## config.mk

```make
export PLATFORM = sky130hd
export DESIGN_NAME = rect_clip_unit
export DESIGN_NICKNAME = d
export VERILOG_FILES = /design/src/rtl/rcu_pkg.sv /design/src/rtl/rcu_axis_clip.sv /design/src/rtl/rcu_clip_stage.sv /design/src/rtl/rcu_emit_stage.sv /design/src/rtl/rect_clip_unit.sv
export SDC_FILE = /design/constraint.sdc
export NUM_CORES = 1
export LEC_CHECK = 0
export ABC_AREA = 1
export BUFFER_PORTS_ARGS = -buffer_cell sky130_fd_sc_hd__buf_4
export CAP_MARGIN = 0
export CELL_PAD_IN_SITES_DETAIL_PLACEMENT = 1
export CELL_PAD_IN_SITES_GLOBAL_PLACEMENT = 2
export CORE_UTILIZATION = 33
export DETAILED_ROUTE_END_ITERATION = 10
export PLACE_DENSITY_LB_ADDON = 0.05
export SLEW_MARGIN = 40
export SYNTH_ARGS = -nofsm -noshare
export SYNTH_HDL_FRONTEND = slang
export SYNTH_SLANG_ARGS = --single-unit
```

## constraint.sdc

```tcl
create_clock -name clk -period 6.6 [get_ports clk]
set_input_delay 1.98 -clock clk [delete_from_list [all_inputs] [get_ports clk]]
set_output_delay 1.98 -clock clk [all_outputs]
set_load 0.02 [all_outputs]
```

## src/rtl/rcu_pkg.sv

```systemverilog
package rcu_pkg;
  typedef enum logic {
    SHAPE_LINES = 1'b0,
    SHAPE_RUN   = 1'b1
  } copy_shape_e;
endpackage

```

## src/rtl/rcu_axis_clip.sv

```systemverilog
// One-axis clipper: far edge first, then near edge, then emptiness test.
module rcu_axis_clip #(
  parameter int IN_W  = 11,
  parameter int LIMIT = 176,
  parameter int AXW   = 8
) (
  input  logic signed [IN_W-1:0] pos_i,
  input  logic signed [IN_W-1:0] len_i,
  output logic [AXW-1:0]         pos_o,
  output logic [AXW-1:0]         len_o,
  output logic                   keep_o
);
  localparam int SW = IN_W + 1;
  localparam logic signed [SW-1:0] LIM = SW'(LIMIT);

  logic signed [SW-1:0] p;
  logic signed [SW-1:0] l;

  always_comb begin
    p = {pos_i[IN_W-1], pos_i};
    l = {len_i[IN_W-1], len_i};
    if (p + l > LIM) begin
      l = LIM - p;
    end
    if (p < 0) begin
      l = l + p;
      p = '0;
    end
    keep_o = (l > 0);
    pos_o  = p[AXW-1:0];
    len_o  = l[AXW-1:0];
  end
endmodule

```

## src/rtl/rcu_clip_stage.sv

```systemverilog
// Stage 1: clip both axes, gate on display state, register survivors.
module rcu_clip_stage #(
  parameter int IN_W   = 11,
  parameter int DISP_W = 176,
  parameter int DISP_H = 220,
  parameter int AXW    = 8
) (
  input  logic                   clk,
  input  logic                   rst,
  input  logic                   en,
  input  logic                   disp_on,
  input  logic                   in_valid,
  input  logic signed [IN_W-1:0] in_x,
  input  logic signed [IN_W-1:0] in_y,
  input  logic signed [IN_W-1:0] in_w,
  input  logic signed [IN_W-1:0] in_h,
  output logic                   s1_valid,
  output logic [AXW-1:0]         s1_x,
  output logic [AXW-1:0]         s1_y,
  output logic [AXW-1:0]         s1_w,
  output logic [AXW-1:0]         s1_h
);
  localparam int NAX = 2;

  logic signed [IN_W-1:0] ax_pos [NAX];
  logic signed [IN_W-1:0] ax_len [NAX];
  logic [AXW-1:0]         c_pos  [NAX];
  logic [AXW-1:0]         c_len  [NAX];
  logic [NAX-1:0]         c_keep;

  assign ax_pos[0] = in_x;
  assign ax_len[0] = in_w;
  assign ax_pos[1] = in_y;
  assign ax_len[1] = in_h;

  for (genvar a = 0; a < NAX; a++) begin : g_axis
    localparam int LIM = (a == 0) ? DISP_W : DISP_H;
    rcu_axis_clip #(
      .IN_W (IN_W),
      .LIMIT(LIM),
      .AXW  (AXW)
    ) u_clip (
      .pos_i (ax_pos[a]),
      .len_i (ax_len[a]),
      .pos_o (c_pos[a]),
      .len_o (c_len[a]),
      .keep_o(c_keep[a])
    );
  end

  always_ff @(posedge clk) begin
    if (rst) begin
      s1_valid <= 1'b0;
      s1_x     <= '0;
      s1_y     <= '0;
      s1_w     <= '0;
      s1_h     <= '0;
    end else if (en) begin
      s1_valid <= in_valid && disp_on && (&c_keep);
      s1_x     <= c_pos[0];
      s1_y     <= c_pos[1];
      s1_w     <= c_len[0];
      s1_h     <= c_len[1];
    end
  end
endmodule

```

## src/rtl/rcu_emit_stage.sv

```systemverilog
// Stage 2: linear offset and copy shape, registered onto the output.
module rcu_emit_stage
  import rcu_pkg::*;
#(
  parameter int DISP_W = 176,
  parameter int AXW    = 8,
  parameter int AW     = 16
) (
  input  logic           clk,
  input  logic           rst,
  input  logic           en,
  input  logic           s1_valid,
  input  logic [AXW-1:0] s1_x,
  input  logic [AXW-1:0] s1_y,
  input  logic [AXW-1:0] s1_w,
  input  logic [AXW-1:0] s1_h,
  output logic           out_valid,
  output copy_shape_e    out_shape,
  output logic [AW-1:0]  out_addr,
  output logic [AW-1:0]  out_cols,
  output logic [AXW-1:0] out_rows
);
  localparam logic [AW-1:0]  W_A   = AW'(DISP_W);
  localparam logic [AXW-1:0] W_AX  = AXW'(DISP_W);
  localparam logic [AXW-1:0] ONE_R = AXW'(1);

  logic          full_row;
  logic [AW-1:0] row_base;
  logic [AW-1:0] run_len;

  always_comb begin
    full_row = (s1_w == W_AX);
    row_base = AW'(s1_y) * W_A;
    run_len  = AW'(s1_h) * W_A;
  end

  always_ff @(posedge clk) begin
    if (rst) begin
      out_valid <= 1'b0;
      out_shape <= SHAPE_LINES;
      out_addr  <= '0;
      out_cols  <= '0;
      out_rows  <= '0;
    end else if (en) begin
      out_valid <= s1_valid;
      if (s1_valid) begin
        out_addr <= row_base + AW'(s1_x);
        if (full_row) begin
          out_shape <= SHAPE_RUN;
          out_cols  <= run_len;
          out_rows  <= ONE_R;
        end else begin
          out_shape <= SHAPE_LINES;
          out_cols  <= AW'(s1_w);
          out_rows  <= s1_h;
        end
      end
    end
  end
endmodule

```

## src/rtl/rect_clip_unit.sv

```systemverilog
module rect_clip_unit
  import rcu_pkg::*;
#(
  parameter int IN_W   = 11,
  parameter int DISP_W = 176,
  parameter int DISP_H = 220,
  localparam int MAXD  = (DISP_W > DISP_H) ? DISP_W : DISP_H,
  localparam int AXW   = $clog2(MAXD + 1),
  localparam int AW    = $clog2(DISP_W * DISP_H + 1)
) (
  input  logic                   clk,
  input  logic                   rst,
  input  logic                   disp_on,
  input  logic                   in_valid,
  output logic                   in_ready,
  input  logic signed [IN_W-1:0] in_x,
  input  logic signed [IN_W-1:0] in_y,
  input  logic signed [IN_W-1:0] in_w,
  input  logic signed [IN_W-1:0] in_h,
  output logic                   out_valid,
  input  logic                   out_ready,
  output logic                   out_run,
  output logic [AW-1:0]          out_addr,
  output logic [AW-1:0]          out_cols,
  output logic [AXW-1:0]         out_rows
);
  logic           en;
  logic           s1_valid;
  logic [AXW-1:0] s1_x;
  logic [AXW-1:0] s1_y;
  logic [AXW-1:0] s1_w;
  logic [AXW-1:0] s1_h;
  copy_shape_e    shape;

  assign en       = !out_valid || out_ready;
  assign in_ready = en;
  assign out_run  = (shape == SHAPE_RUN);

  rcu_clip_stage #(
    .IN_W  (IN_W),
    .DISP_W(DISP_W),
    .DISP_H(DISP_H),
    .AXW   (AXW)
  ) u_clip (
    .clk     (clk),
    .rst     (rst),
    .en      (en),
    .disp_on (disp_on),
    .in_valid(in_valid),
    .in_x    (in_x),
    .in_y    (in_y),
    .in_w    (in_w),
    .in_h    (in_h),
    .s1_valid(s1_valid),
    .s1_x    (s1_x),
    .s1_y    (s1_y),
    .s1_w    (s1_w),
    .s1_h    (s1_h)
  );

  rcu_emit_stage #(
    .DISP_W(DISP_W),
    .AXW   (AXW),
    .AW    (AW)
  ) u_emit (
    .clk      (clk),
    .rst      (rst),
    .en       (en),
    .s1_valid (s1_valid),
    .s1_x     (s1_x),
    .s1_y     (s1_y),
    .s1_w     (s1_w),
    .s1_h     (s1_h),
    .out_valid(out_valid),
    .out_shape(shape),
    .out_addr (out_addr),
    .out_cols (out_cols),
    .out_rows (out_rows)
  );
endmodule

```

Yosys cells after proc, flatten, opt, wreduce, memory -nomap -nowiden

Cells that the tools add are included.

Bits in registers: 75
Input port bits: 49

$add $sub $neg: 7
$mul: 2
Order comparisons: 6
Equal/unequal tests: 1
Mux-type cells: 9
Reductions and logical operators: 6

Operators with widths:

| cell                    | number |
|---|---|
| $mux W12                | 4 |
| $add A11 B11 Y12        | 2 |
| $add A12 B11 Y12        | 2 |
| $gt A12 B1 Y1 const B   | 2 |
| $gt A12 B9 Y1 const B   | 2 |
| $mul A8 B4 Y12 const B  | 2 |
| $mux W8                 | 3 |
| $sub A9 B11 Y12 const A | 2 |
| $lt A11 B1 Y1 const B   | 2 |
| $add A16 B8 Y16         | 1 |
| $mux W16                | 1 |
| $eq A8 B8 Y1 const B    | 1 |
| $reduce_and A2 Y1       | 2 |
| $logic_and A1 B1 Y1     | 2 |
| $logic_not A1 Y1        | 1 |
| $logic_or A1 B1 Y1      | 1 |
| $mux W1                 | 1 |

Depth between registers and ports, before layout

Word-level depth: 8
Mapped depth: 32

Cells and area by module

From an unflattened synthesis, not the netlist that was laid out.

Cells, all modules: 1295
Area, all modules: 8081.5 µm²

By module, submodules not included:

| module                                  | instances | cells an instance | area an instance (µm²) | seq. area each (µm²) |
|---|---|---|---|---|
| rcu_emit_stage                          | 1         | 462               | 3309.4                 | 840.8 |
| rcu_axis_clip (u_clip.g_axis[1].u_clip) | 1         | 358               | 1828.0                 | 0.0 |
| rcu_axis_clip (u_clip.g_axis[0].u_clip) | 1         | 327               | 1737.9                 | 0.0 |
| rcu_clip_stage                          | 1         | 146               | 1198.6                 | 660.6 |
| rect_clip_unit                          | 1         | 2                 | 7.5                    | 0.0 |

Least setup slack after synthesis

OpenSTA, ideal clock, no wires.

Kind: in2reg
Start point: input in_x[0]
End point: register u_clip.s1_valid
Setup time: 0.131 ns
Arrival: 5.326 ns
Required time: 6.469 ns
Slack: 1.143 ns
Cell stages on the path: 27
Path buffers: 0
Cells stage by stage: ha_1 > inv_1 > fa_1 > nand3b_1 > nand2_1 > nand3_2 > nand2_2 > a21oi_4 > a21oi_4 > nand2_4 > nand2_1 > nand2_1 > ha_1 > fa_1 > nand3_1 > nand2_1 > a21oi_1 > nor2_1 > o21ai_0 > nand2_1 > xor2_1 > o21ai_0 > nor2_1 > o21bai_1 > nand3_1 > nand3_1 > a21oi_2

Longest elaborated chain between the ends: 8

Ends and longest elaborated chain:

| element                 | RTL line             | source |
|---|---|---|
| from (decl)             | rect_clip_unit.sv:16 | `input logic signed [IN_W-1:0] in_x,` |
| $add A11 B11 Y12        | rcu_axis_clip.sv:22  | `if (p + l > LIM) begin` |
| $gt A12 B9 Y1           | rcu_axis_clip.sv:22  |  |
| $mux W12                | rcu_axis_clip.sv:22  |  |
| $add A12 B11 Y12        | rcu_axis_clip.sv:26  | `l = l + p;` |
| $mux W12 (*)            | rcu_axis_clip.sv:25  | `if (p < 0) begin` |
| $gt A12 B1 Y1 (*)       | rcu_axis_clip.sv:29  | `keep_o = (l > 0);` |
| $reduce_and A2 Y1 (*)   | rcu_clip_stage.sv:59 | `s1_valid <= in_valid && disp_on && (&c_keep);` |
| $logic_and A1 B1 Y1 (*) | rcu_clip_stage.sv:59 |  |
| to (signal assigned)    | rcu_clip_stage.sv:59 |  |
| to (decl)               | rcu_clip_stage.sv:17 | `output logic s1_valid,` |

Mark *: on every way between the ends. The rest lies on a longest branch, timed or not.
A chain may end at the register's enable or synchronous reset.

Worst setup path after layout

Same ends and word-level chain as after synthesis.

==> impl_metrics.csv <==
group,metric,value,unit
yosys,yosys_most_used_dff,"dfxtp_1",
power_and_ir_drop,switching_share,0.431,
sta,slew_headroom,0.498,
yosys,netlist.area_leader.share,0.199,
yosys,yosys.area_share.xor_xnor,0.0547,
yosys,netlist_top_cells_area,"dfxtp_1 20%, ha_1 15%, nand2_1 14%, inv_1 9.3%, nand3_1 6.0%",
floorplanning,start_util,0.341,
setup_path,cpMostUsedCell,"nand2_1",
setup_path,cp_top_family,"simple AND/OR/NAND/NOR gates",
sta,max_slew.worst_pin.slew,0.753,ns
floorplanning,ios,92,
power_and_ir_drop,ir_worst_vdd,0.114,mV
route,drtAntennaViolNets,0,
setup_path,cpPeakStageDelay,0.43,ns
setup_path,regToRegSetupSlack,3.25,ns
yosys,ys_seq_area_frac,0.199,
setup_path,r2r_end,"u_emit.out_addr[15]",
yosys,synthAdderAreaFrac,0.189,
route,wl_per_cell,14.5,um
power_and_ir_drop,p_leak,4.71,nW
yosys,synth-edff-count,0,
clock_tree,cts-root-buf,"clkbuf_16",
yosys,async_flop_share,0,
yosys,yosysWarnings,0,
global_routing,grt_pass1_vias,7679,
power_and_ir_drop,total_power,1.94,mW
setup_path,slowest_stage,"fa_1",
floorplanning,fp-row-count,54,
setup_path,critPathMaxFanout,15,
sta,finClkSkew,0.00567,ns
clock_tree,cts_sinks,75,
global_routing,grt_max_degree,51,
route,drt-vias-per-instance,4.88,
global_routing,grt_pass1_wl,37600,um
clock_tree,cts_tree,"yes",
route,wirelength,22300,um
power_and_ir_drop,p_sw,0.836,mW
sta,tns,0,ns
sta,fmax,0.170,GHz
finish,nets,1403,
place,io_buffers,91,
setup_path,r2r_start,"u_clip.s1_y[3]",
clock_tree,htree_levels,3,
setup_path,crit_path_end_kind,"flop",
finish,syn2layout_area_growth,16.5,%
worst_hold_path,hold_path_startpoint,"u_emit.out_cols[11]",
yosys,netlist_area,0.00753,mm^2
sta,hold_slack,0.462,ns
floorplanning,die_area,0.0234,mm^2
clock_tree,numCtsBuffers,9,
floorplanning,dieWidth,153,um
yosys,synth_nets,1325,
route,dr.pass1.iters,4,
setup_path,cp-start-kind,"primary input",
route,num_vias,7485,
place,dp_hpwl,18200,um
floorplanning,core,0.0221,mm^2
yosys,synthCells,1171,
power_and_ir_drop,internal_power,1.10,mW
power_and_ir_drop,seqPwrFrac,0.272,
power_and_ir_drop,clockPowerShare,0.238,
yosys,synthSimpleGateAreaFrac,0.302,
sta,period_share,0.889,
worst_hold_path,holdPathStages,2,
sta,drv_slew,0,
clock_tree,hold_buffers,0,
global_routing,antenna_found_initial,0,
sta,period_minus_slack,5.87,ns
sta,setup_viol,0,
yosys,ys_ff_latch,75,
finish,layout-drive-gt1-share,0.117,
place,globalplace.congestion,0.857,
setup_path,path_buf_inv,2,
setup_path,required,6.81,ns
worst_hold_path,hold_path.class,"flop to flop",
setup_path,worstPathArrival,6.08,ns
route,drc,0,
run,drv_cap,0,
yosys,synth_top_cell_by_area,"dfxtp_1",
worst_hold_path,min_to,"u_emit.out_cols[11]",
yosys,synth_top_family_by_area,"simple AND/OR/NAND/NOR gates",
power_and_ir_drop,pwr-share-comb,0.491,
run_status,outcome,"complete, no violations",
yosys,synthMuxAreaShare,0,
power_and_ir_drop,power_density,221,mW/mm^2
global_routing,grt_use_total,0.197,
setup_path,rr_worst_depth,18,
yosys,yosysUniqueCellTypes,41,
clock_tree,post_cts_resize_count,0,
clock_tree,insertion_delay,0.34,ns
global_routing,grt-ovfl-total,0,
setup_path,worst-setup-path-type,"primary input to flop",
yosys,avgSynthCellArea,6.43,um^2
sta,hold_viol,0,
clock_tree,cts.clk_slew.worst_paths,0.06,ns
floorplanning,die_h,153,um
clock_tree,cts_buffer_depth,2,
finish,diodes,0,
route,drtIter0Drc,173,
yosys,synth_compound_area_frac,0.142,
sta,grt_setup_unrepaired,"no",
clock_tree,cts_setup_buffers,0,
Yosys cell counts (all sizes together), types with 3 or more instances:
master	n
nand3	95
o21ai	61
nand3b	5
a21o	4
nor2	117
clkbuf	25
a211oi	7
clkinv	3
o21bai	7
nand4	4
dfxtp	75
inv	188
fa	15
ha	90
xnor2	21
o211ai	19
a21oi	77
or2	5
nor3	11
xor2	26
nand2	300
buf	6
layout make-up:
type	instances	area, um^2
Tap cell	280	350
Multi-Input combinational cell	874	5190
Sequential cell	75	1500
Timing Repair Buffer	98	736
Inverter	191	718
Fill cell	2949	13300
Clock inverter	7	55.1
Clock buffer	9	225
worst register-to-register path, delay by kind of cell (launching register included):
family          cells  cell delay [ns]
fa+ha+maj           3             1.11
flops               1             0.36
simple gates        5             0.54
xor+xnor            2             0.49
compound gates      3             0.46
buf+inv             5             0.29
worst max path at each step:
stage	startpoint	cells after the start	to	slack (ns)
floorplan	in_x[0]	27	u_clip.s1_valid	1.14
global placement	in_y[0]	31	u_clip.s1_valid	0.55
detailed placement	in_x[0]	28	u_clip.s1_valid	0.41
CTS	in_x[0]	28	u_clip.s1_valid	0.76
global route	in_x[0]	28	u_clip.s1_valid	0.28
finish	in_x[0]	28	u_clip.s1_valid	0.73
power groups by stage:
stage | logic, mW | clock network [mW] | registers [mW]
2_1_floorplan | 0.695 | 0 | 0.540
6_report | 0.952 | 0.461 | 0.527
5_1_grt | 1.12 | 0.496 | 0.532
3_5_place_dp | 0.961 | 0 | 0.538
3_3_place_gp | 0.952 | 0 | 0.537
4_1_cts | 0.970 | 0.480 | 0.528
routing by layer:
metal / GRT usage / vias up / wire (um)
li1: - / 3907 / -
met1: 0.254 / 3497 / 11000
met2: 0.351 / 66 / 10700
met3: 0.0250 / 15 / 410
met4: 0.0322 / 0 / 217
met5: 0 / - / 0
kinds of logic (layout without fill, tap and decap cells):
family,count (synthesis),after routing
compound gates,182,182
xor+xnor,47,47
fa+ha+maj,105,105
buf+inv,222,305
flops,75,75
simple gates,540,540
flip-flops by register name, summed over array words and instances, names as in the netlist, 8 cells and up:
signal / flops
u_emit.out_rows: 8
u_clip.s1_y: 8
u_emit.out_addr: 16
u_clip.s1_h: 8
u_clip.s1_w: 8
u_emit.out_cols: 16
u_clip.s1_x: 8
cells in the final DEF (no fill, tap or decap), drive strengths merged:
cell / count
a211oi: 7
a21boi: 1
a21o: 4
a21oi: 77
a31oi: 2
and2: 1
and3: 1
buf: 98
clkbuf: 9
clkinv: 8
clkinvlp: 2
dfxtp: 75
fa: 15
ha: 90
inv: 188
nand2: 300
nand3: 95
nand3b: 5
nand4: 4
nor2: 117
nor3: 11
nor4: 1
o2111ai: 2
o211ai: 19
o21ai: 61
o21bai: 7
o221ai: 1
o31ai: 1
or2: 5
xnor2: 21
xor2: 26
metrics by stage:
stage               std cells  area, um^2  setup WS (ns)  utilization
detailed placement       1518        8490          0.405        0.384
global route             1534        8770          0.276        0.397
CTS                      1534        8770          0.758        0.397
floorplan                1171        7530           1.14            -
finish                   1534        8770          0.733        0.397
global placement         1518        8490          0.550        0.384
No activity file was read; power rests on OpenSTA's default activity.
